==> config.mk <==
export PLATFORM = sky130hd
export DESIGN_NAME = sect_erase_ctl
export DESIGN_NICKNAME = d
export VERILOG_FILES = /design/src/rtl/sect_erase_pkg.sv /design/src/rtl/set_countdown.sv /design/src/rtl/set_sector_map.sv /design/src/rtl/set_duration.sv /design/src/rtl/sect_erase_ctl.sv
export SDC_FILE = /design/constraint.sdc
export NUM_CORES = 1
export LEC_CHECK = 0
export BUFFER_PORTS_ARGS = -buffer_cell sky130_fd_sc_hd__buf_2
export CAP_MARGIN = 20
export CORE_MARGIN = 4
export CORE_UTILIZATION = 45
export DETAILED_ROUTE_END_ITERATION = 10
export PLACE_DENSITY = 0.65
export SETUP_SLACK_MARGIN = 0.5
export SYNTH_ARGS = -nofsm -noshare
export SYNTH_HDL_FRONTEND = slang
export SYNTH_SLANG_ARGS = --single-unit
==> constraint.sdc <==
create_clock -name clk -period 8.8 [get_ports clk]
set_input_delay 1.76 -clock clk [delete_from_list [all_inputs] [get_ports clk]]
set_output_delay 1.76 -clock clk [all_outputs]
set_load 0.01 [all_outputs]
==> src/rtl/sect_erase_pkg.sv <==
package sect_erase_pkg;
   typedef enum logic [2:0] {
      ST_IDLE   = 3'd0,
      ST_WINDOW = 3'd1,
      ST_ERASE  = 3'd2,
      ST_SUSP   = 3'd3,
      ST_CHIP   = 3'd4
   } se_state_t;
endpackage

==> src/rtl/set_countdown.sv <==
module set_countdown #(
   parameter int unsigned W = 8
) (
   input  logic         clk,
   input  logic         rst_n,
   input  logic         load,
   input  logic [W-1:0] load_val,
   input  logic         run,
   output logic [W-1:0] value,
   output logic         expire
);
   assign expire = run && (value == W'(1));

   always_ff @(posedge clk) begin
      if (!rst_n)    value <= '0;
      else if (load) value <= load_val;
      else if (run)  value <= value - W'(1);
   end

   // a running timer never counts from zero
   a_r3_timer_live: assert property (@(posedge clk) disable iff (!rst_n)
      run |-> (value != '0));
endmodule

==> src/rtl/set_sector_map.sv <==
module set_sector_map #(
   parameter int unsigned NSECT  = 16,
   parameter int unsigned SECT_W = 4
) (
   input  logic              clk,
   input  logic              rst_n,
   input  logic              set_en,
   input  logic [SECT_W-1:0] set_idx,
   input  logic              clr,
   input  logic [SECT_W-1:0] query_idx,
   output logic [NSECT-1:0]  map,
   output logic              set_new,
   output logic              query_hit
);
   genvar i;
   generate
      for (i = 0; i < NSECT; i++) begin : g_bit
         always_ff @(posedge clk) begin
            if (!rst_n)                            map[i] <= 1'b0;
            else if (clr)                          map[i] <= 1'b0;
            else if (set_en && set_idx == SECT_W'(i)) map[i] <= 1'b1;
         end
      end
   endgenerate

   assign set_new   = !map[set_idx];
   assign query_hit = map[query_idx];

   // a set request leaves that sector marked on the next cycle
   a_r2_bit_set: assert property (@(posedge clk) disable iff (!rst_n)
      (set_en && !clr) |=> map[$past(set_idx)]);
endmodule

==> src/rtl/set_duration.sv <==
module set_duration #(
   parameter int unsigned     CNT_W  = 5,
   parameter int unsigned     TIME_W = 23,
   parameter longint unsigned UNIT_T = 512000
) (
   input  logic [CNT_W-1:0]  count,
   output logic [TIME_W-1:0] ticks
);
   localparam logic [TIME_W-1:0] UNIT_V = TIME_W'(UNIT_T);
   assign ticks = TIME_W'(count) * UNIT_V;
endmodule

==> src/rtl/sect_erase_ctl.sv <==
module sect_erase_ctl
   import sect_erase_pkg::*;
#(
   parameter int unsigned NSECT        = 16,
   parameter int unsigned TICKS_PER_US = 1,
   parameter int unsigned US_PER_MS    = 1000,
   parameter int unsigned ACCEPT_US    = 50,
   parameter int unsigned SECT_EXP     = 9,
   parameter int unsigned CHIP_EXP     = 12,
   localparam int unsigned SECT_W = (NSECT > 1) ? $clog2(NSECT) : 1,
   localparam int unsigned CNT_W  = $clog2(NSECT + 1),
   localparam longint unsigned ACC_T  = longint'(ACCEPT_US) * TICKS_PER_US,
   localparam longint unsigned UNIT_T = (64'd1 << SECT_EXP) * US_PER_MS * TICKS_PER_US,
   localparam longint unsigned CHIP_T = (64'd1 << CHIP_EXP) * US_PER_MS * TICKS_PER_US,
   localparam longint unsigned SECT_MAX = UNIT_T * NSECT,
   localparam longint unsigned MAX_A  = (SECT_MAX > CHIP_T) ? SECT_MAX : CHIP_T,
   localparam longint unsigned MAX_T  = (MAX_A > ACC_T) ? MAX_A : ACC_T,
   localparam int unsigned TIME_W = $clog2(MAX_T + 1)
) (
   input  logic              clk,
   input  logic              rst_n,
   input  logic              tick,
   input  logic              cmd_sec_erase,
   input  logic [SECT_W-1:0] cmd_sector,
   input  logic              cmd_chip_erase,
   input  logic              cmd_suspend,
   input  logic              cmd_resume,
   input  logic              cmd_other,
   input  logic              prog_req,
   input  logic [SECT_W-1:0] prog_sector,
   output logic              prog_grant,
   output logic              dq3,
   output logic              erase_busy,
   output logic              chip_busy,
   output logic              suspended,
   output logic [NSECT-1:0]  erasing_map,
   output logic [CNT_W-1:0]  sector_count,
   output logic [TIME_W-1:0] remain_ticks
);
   generate
      if (NSECT < 2 || (1 << SECT_W) != NSECT) begin : g_bad_nsect
         $error("NSECT must be a power of two of at least 2");
      end
      if (TICKS_PER_US == 0 || US_PER_MS == 0 || ACCEPT_US == 0) begin : g_bad_time
         $error("time parameters must be nonzero");
      end
      if (SECT_EXP > 30 || CHIP_EXP > 30) begin : g_bad_exp
         $error("erase exponents out of range");
      end
   endgenerate

   se_state_t         st;
   logic [TIME_W-1:0] tmr_val, tmr_load_val, full_ticks;
   logic              tmr_load, tmr_run, tmr_exp;
   logic              set_new, prog_hit;
   logic              ev_sec, ev_susp_w, ev_susp_e, ev_resume, ev_chip, ev_abort, any_ev;
   logic              active, done_erase, map_clr;

   // command decode, first match wins
   always_comb begin
      ev_sec    = cmd_sec_erase && (st == ST_IDLE || st == ST_WINDOW);
      ev_susp_w = !ev_sec && cmd_suspend && st == ST_WINDOW;
      ev_susp_e = cmd_suspend && st == ST_ERASE;
      ev_resume = cmd_resume && st == ST_SUSP;
      ev_chip   = !ev_sec && cmd_chip_erase && st == ST_IDLE;
      ev_abort  = !ev_sec && !ev_susp_w && cmd_other && st == ST_WINDOW;
      any_ev    = ev_sec | ev_susp_w | ev_susp_e | ev_resume | ev_chip | ev_abort;
      active    = (st == ST_WINDOW) || (st == ST_ERASE) || (st == ST_CHIP);
      tmr_run   = tick && active && !any_ev;
      done_erase = tmr_exp && st == ST_ERASE;
      map_clr   = ev_abort || done_erase;
   end

   always_comb begin
      tmr_load     = 1'b1;
      tmr_load_val = '0;
      if (ev_sec)                          tmr_load_val = TIME_W'(ACC_T);
      else if (ev_resume)                  tmr_load_val = remain_ticks;
      else if (ev_chip)                    tmr_load_val = TIME_W'(CHIP_T);
      else if (tmr_exp && st == ST_WINDOW) tmr_load_val = full_ticks;
      else                                 tmr_load = 1'b0;
   end

   set_countdown #(.W(TIME_W)) u_tmr (
      .clk(clk), .rst_n(rst_n), .load(tmr_load), .load_val(tmr_load_val),
      .run(tmr_run), .value(tmr_val), .expire(tmr_exp));

   set_sector_map #(.NSECT(NSECT), .SECT_W(SECT_W)) u_map (
      .clk(clk), .rst_n(rst_n), .set_en(ev_sec), .set_idx(cmd_sector),
      .clr(map_clr), .query_idx(prog_sector), .map(erasing_map),
      .set_new(set_new), .query_hit(prog_hit));

   set_duration #(.CNT_W(CNT_W), .TIME_W(TIME_W), .UNIT_T(UNIT_T)) u_dur (
      .count(sector_count), .ticks(full_ticks));

   always_ff @(posedge clk) begin
      if (!rst_n) begin
         st           <= ST_IDLE;
         dq3          <= 1'b0;
         sector_count <= '0;
         remain_ticks <= '0;
      end else if (ev_sec) begin
         st  <= ST_WINDOW;
         dq3 <= 1'b0;
         if (set_new) sector_count <= sector_count + CNT_W'(1);
      end else if (ev_susp_w) begin
         st           <= ST_SUSP;
         remain_ticks <= full_ticks;
      end else if (ev_susp_e) begin
         st           <= ST_SUSP;
         remain_ticks <= (tmr_val == '0) ? TIME_W'(1) : tmr_val;
      end else if (ev_resume) begin
         st           <= ST_ERASE;
         dq3          <= 1'b1;
         remain_ticks <= '0;
      end else if (ev_chip) begin
         st <= ST_CHIP;
      end else if (ev_abort) begin
         st           <= ST_IDLE;
         dq3          <= 1'b0;
         sector_count <= '0;
      end else if (tmr_exp) begin
         case (st)
            ST_WINDOW: begin st <= ST_ERASE; dq3 <= 1'b1; end
            ST_ERASE:  begin st <= ST_IDLE; dq3 <= 1'b0; sector_count <= '0; end
            default:   st <= ST_IDLE;
         endcase
      end
   end

   assign erase_busy = active;
   assign chip_busy  = (st == ST_CHIP);
   assign suspended  = (st == ST_SUSP);
   assign prog_grant = prog_req && ((st == ST_IDLE) || (st == ST_SUSP && !prog_hit));

   a_r3_dq3_low_in_window: assert property (@(posedge clk) disable iff (!rst_n)
      (st == ST_WINDOW) |-> !dq3);
   a_r2_count_tracks_map: assert property (@(posedge clk) disable iff (!rst_n)
      sector_count == CNT_W'($countones(erasing_map)));
   a_r4_idle_map_empty: assert property (@(posedge clk) disable iff (!rst_n)
      (st == ST_IDLE) |-> (erasing_map == '0));
   a_r7_remain_nonzero: assert property (@(posedge clk) disable iff (!rst_n)
      (st == ST_SUSP) |-> (remain_ticks != '0));
   a_r8_resume_clears: assert property (@(posedge clk) disable iff (!rst_n)
      ev_resume |=> (remain_ticks == '0 && dq3 && erase_busy));
   a_r9_no_grant_erasing: assert property (@(posedge clk) disable iff (!rst_n)
      (prog_grant && suspended) |-> !erasing_map[prog_sector]);
endmodule

==> results.md <==
* Outcome: complete, no violations
* TritonCTS clock tree: built
* TritonCTS Buffers at 9
* Post-route DRC at 0
* Worst VDD drop at ~0.09 mV
* Yosys Warn Count at 0
* Nets at 651
* Crit Path Category: in2out
* Vias at 4520
* Peak per-stage delay on the critical path at 0.51 ns
* Hold_buf cts at 0
* Area growth syn-to-layout at 13.18%
* Die extent in y at approximately 110 um
* # clock sinks at 71
* Synth area leaders: dfxtp_1, nor2_1, ha_1, a21oi_1, fa_1
* Clock transition at path regs at 0.08 ns
* GPL Wtd Cong at slightly below 0.9
* Largest net degree at the start of global routing at 43
* Worst Max-Slew Pin Slew at a little under 1 ns
* Worst Path Required at 7.04 ns
* FF-to-FF path depth at 13
* Critical path buffer and inverter count at 2
* Flops & latches, synth at between 70 and 80
* Vias in the first global route at approximately 4200
* Critical path's slowest cell: mux4_2
* Fin crit share at 0.5799
* Clock skew at 0.01080 ns
* Hold path depth at 2
* Most used routing layer: met2
* Cell Count, Final, Fillers Out at 741
* Post-CTS Setup Inserts at 0
* Hold Path Class: reg2reg
* DP Cell Count at roughly 730
* Sequential fraction of the synthesis area at 0.3061
* Die area at approximately 12000 um^2
* Post-Route WL at ~13000 um
* Post-CTS resize count at 0
* Int Pwr at about 0.53 mW
* Ports at 66
* Vias/cell at roughly 6.1
* Share of the synthesized area in the top cell type at 0.3061
* Power Density at 150.5 nW/um^2
* ANT cells at 0
* Stages on the worst setup path at 7
* Iteration-0 DRC Markers at 341
* M2 GR Usage at 0.3609
* CP arrival at between 3 and 4 ns
* First-pass GRT wire length at about 21000 um
* Switching share of total power at 0.3246
* Crit. End Element: primary output
* Syn avg cell area at ~8.3 um^2
* RSZ-0062 raised after global routing: no
* Post-Syn Instances at about 560
* Syn nets at slightly above 600
* Max Clock Freq at 196.0 MHz
* Post-synth top flop: dfxtp_1
* Post-synth EDFFs at 0
* Setup ws final at between 3 and 4 ns
* H-tree depth at 3
* Dpl ws at around 3.7 ns
* Ys async rst share at 0
* DRT Pass-1 Iters at 5
* CTS Buffer Depth at 2
* Slew margin rel. at 0.3456
* Gr usage total at 0.2220
* Placed cell area at a little over 5000 um^2
* Reg power frac at 0.447
* Final ANT Viol Nets at 0
* Core ar. at around 10000 um^2
* Switching Power at between 0.2 and 0.3 mW
* CP top delay family: multiplexers
* Global route overflow at 0
* Final Setup Violations at 0
* Critical-path cell list: buf_2, mux4_2, mux4_2, nor2_1, nor2_1, nor3b_1, buf_2
* Max-slew violations at 0
* Distinct cells, synth at 70
* Met3 usage at 0.03876
* Initial core utilization at 0.4686
* M1 GR Usage at 0.2989
* Comb pwr share at 0.213
* Share of layout cells above drive strength 1 at 0.1875
* Initial antenna violation count at 0
* Syn Std Cell Area at about 4600 um^2
* Leakage at 2.174 nW
* Setup TNS at 0 ns
* Fin crit period at between 5 and 6 ns
* Synth area leader: dfxtp_1
* Final Hold Viols at 0
* Standard-cell rows at 36
* Root Buffer: clkbuf_8
* Per-cell routed wire length at ~18 um
* Clk network pwr share at 0.340
* Post-layout instance area at 5255 um^2
* Die Span X at between 100 and 150 um
* PortBufs at 65
* Critical path launch point type: input pin
* Worst-Skew Late Latency at 0.34 ns
* CP Max Fanout at 4
* Max_cap viols at 0
* DP Wirelength at around 9000 um
## layout by cell type (no fill, tap or decap), drive strengths merged, types with 5 or more instances in the layout
cell	count
nand3	17
o31ai	5
xnor2	11
nand2	30
nor3	14
nor3b	5
nor4	12
a22oi	20
nor2b	12
a222oi	9
xor2	5
and3	7
mux4	7
or4	9
fa	10
inv	22
a31oi	11
and2	7
o21ai	18
buf	70
a21oi	42
dfxtp	71
ha	21
mux2i	5
nor2	81
clkbuf	10
a211oi	5
## state kept, by name (all words and copies together), names as in the netlist
name and flops:
u_tmr.value 23, u_map.map 16, dq3 1, st 3, remain_ticks 23, sector_count 5
## metrics by stage
stage          total power [mW]  hold slack [ns]  utilization
3_5_place_dp             0.5248           0.4762       0.5093
3_3_place_gp             0.5229           0.4619       0.5093
4_1_cts                  0.7931           0.4887       0.5303
5_1_grt                  0.8315           0.5143       0.5303
6_report                 0.7907           0.4799       0.5303
2_1_floorplan            0.4810           0.4791            -
## final timing paths
| check | startpoint | end | slack (ns) |
|---|---|---|---|
| hold reg to reg | remain_ticks[0] | remain_ticks[0] | 0.48 |
| hold / removal | remain_ticks[0] | remain_ticks[0] | 0.48 |
| setup reg to reg | sector_count[3] | remain_ticks[22] | 4.94 |
| setup / recovery | prog_sector[0] | prog_grant | 3.70 |
## cells in the mapped netlist, drive strengths merged, types with 3 or more instances
cell and n:
a31oi 11, nor2 81, a22oi 20, xor2 5, nor2b 12, or4 9
o221a 4, a311oi 3, nand3b 3, nor3b 5, and3 7, a222oi 9
inv 22, dfxtp 71, and2 7, clkbuf 27, a32oi 4, o21bai 3
nor3 14, or3b 3, nor4 12, o31ai 5, buf 8, nand2 30
xnor2 11, o211ai 4, mux2i 5, ha 21, a21oi 42, o21a 3
o22ai 3, fa 10, mux4 7, o21ai 18, nand2b 3, nand3 17
a211oi 5
## kinds of logic (layout without fill, tap and decap cells)
| logic type | after synthesis | after routing | share of synthesized area |
|---|---|---|---|
| xor gates and xnor gates | 16 | 16 | 0.03018 |
| muxes | 12 | 12 | 0.04473 |
| and+or+nand+nor | 214 | 214 | 0.2331 |
| buffers and inverters | 58 | 109 | 0.05066 |
| adders and majority gates | 31 | 31 | 0.09970 |
| AOI/OAI and AO/OA | 155 | 155 | 0.2355 |
| DFF | 71 | 71 | 0.3061 |
## per-layer routing
layer	vias up	share of wire
met4	0	0.011
met1	2186	0.44
li1	2172	-
met3	14	0.056
met2	148	0.49
met5	-	0
## cell type report
cell class,count,area [um^2]
fill,958,4654
multi-input combinational,428,3010
sequential,71,1421
timing repair buffer,70,362.8
tap,133,166.4
clock buffer,10,137.6
inverter,23,86.33
clock inverter,6,70.07
## worst min-delay path: cells and delay by family (launching register included)
kind	cells	cell delay [ns]
flip-flops	1	0.33
AND/OR/NAND/NOR	1	0.06
AO/OA/AOI/OAI	1	0.05
## power by group through the flow
stage | combinational (mW) | sequential, mW | clock [mW]
5_1_grt | 0.187 | 0.356 | 0.289
6_report | 0.169 | 0.353 | 0.269
3_5_place_dp | 0.165 | 0.360 | 0
2_1_floorplan | 0.130 | 0.351 | 0
3_3_place_gp | 0.163 | 0.359 | 0
4_1_cts | 0.166 | 0.352 | 0.275
No activity file was read; power rests on OpenSTA's default activity.
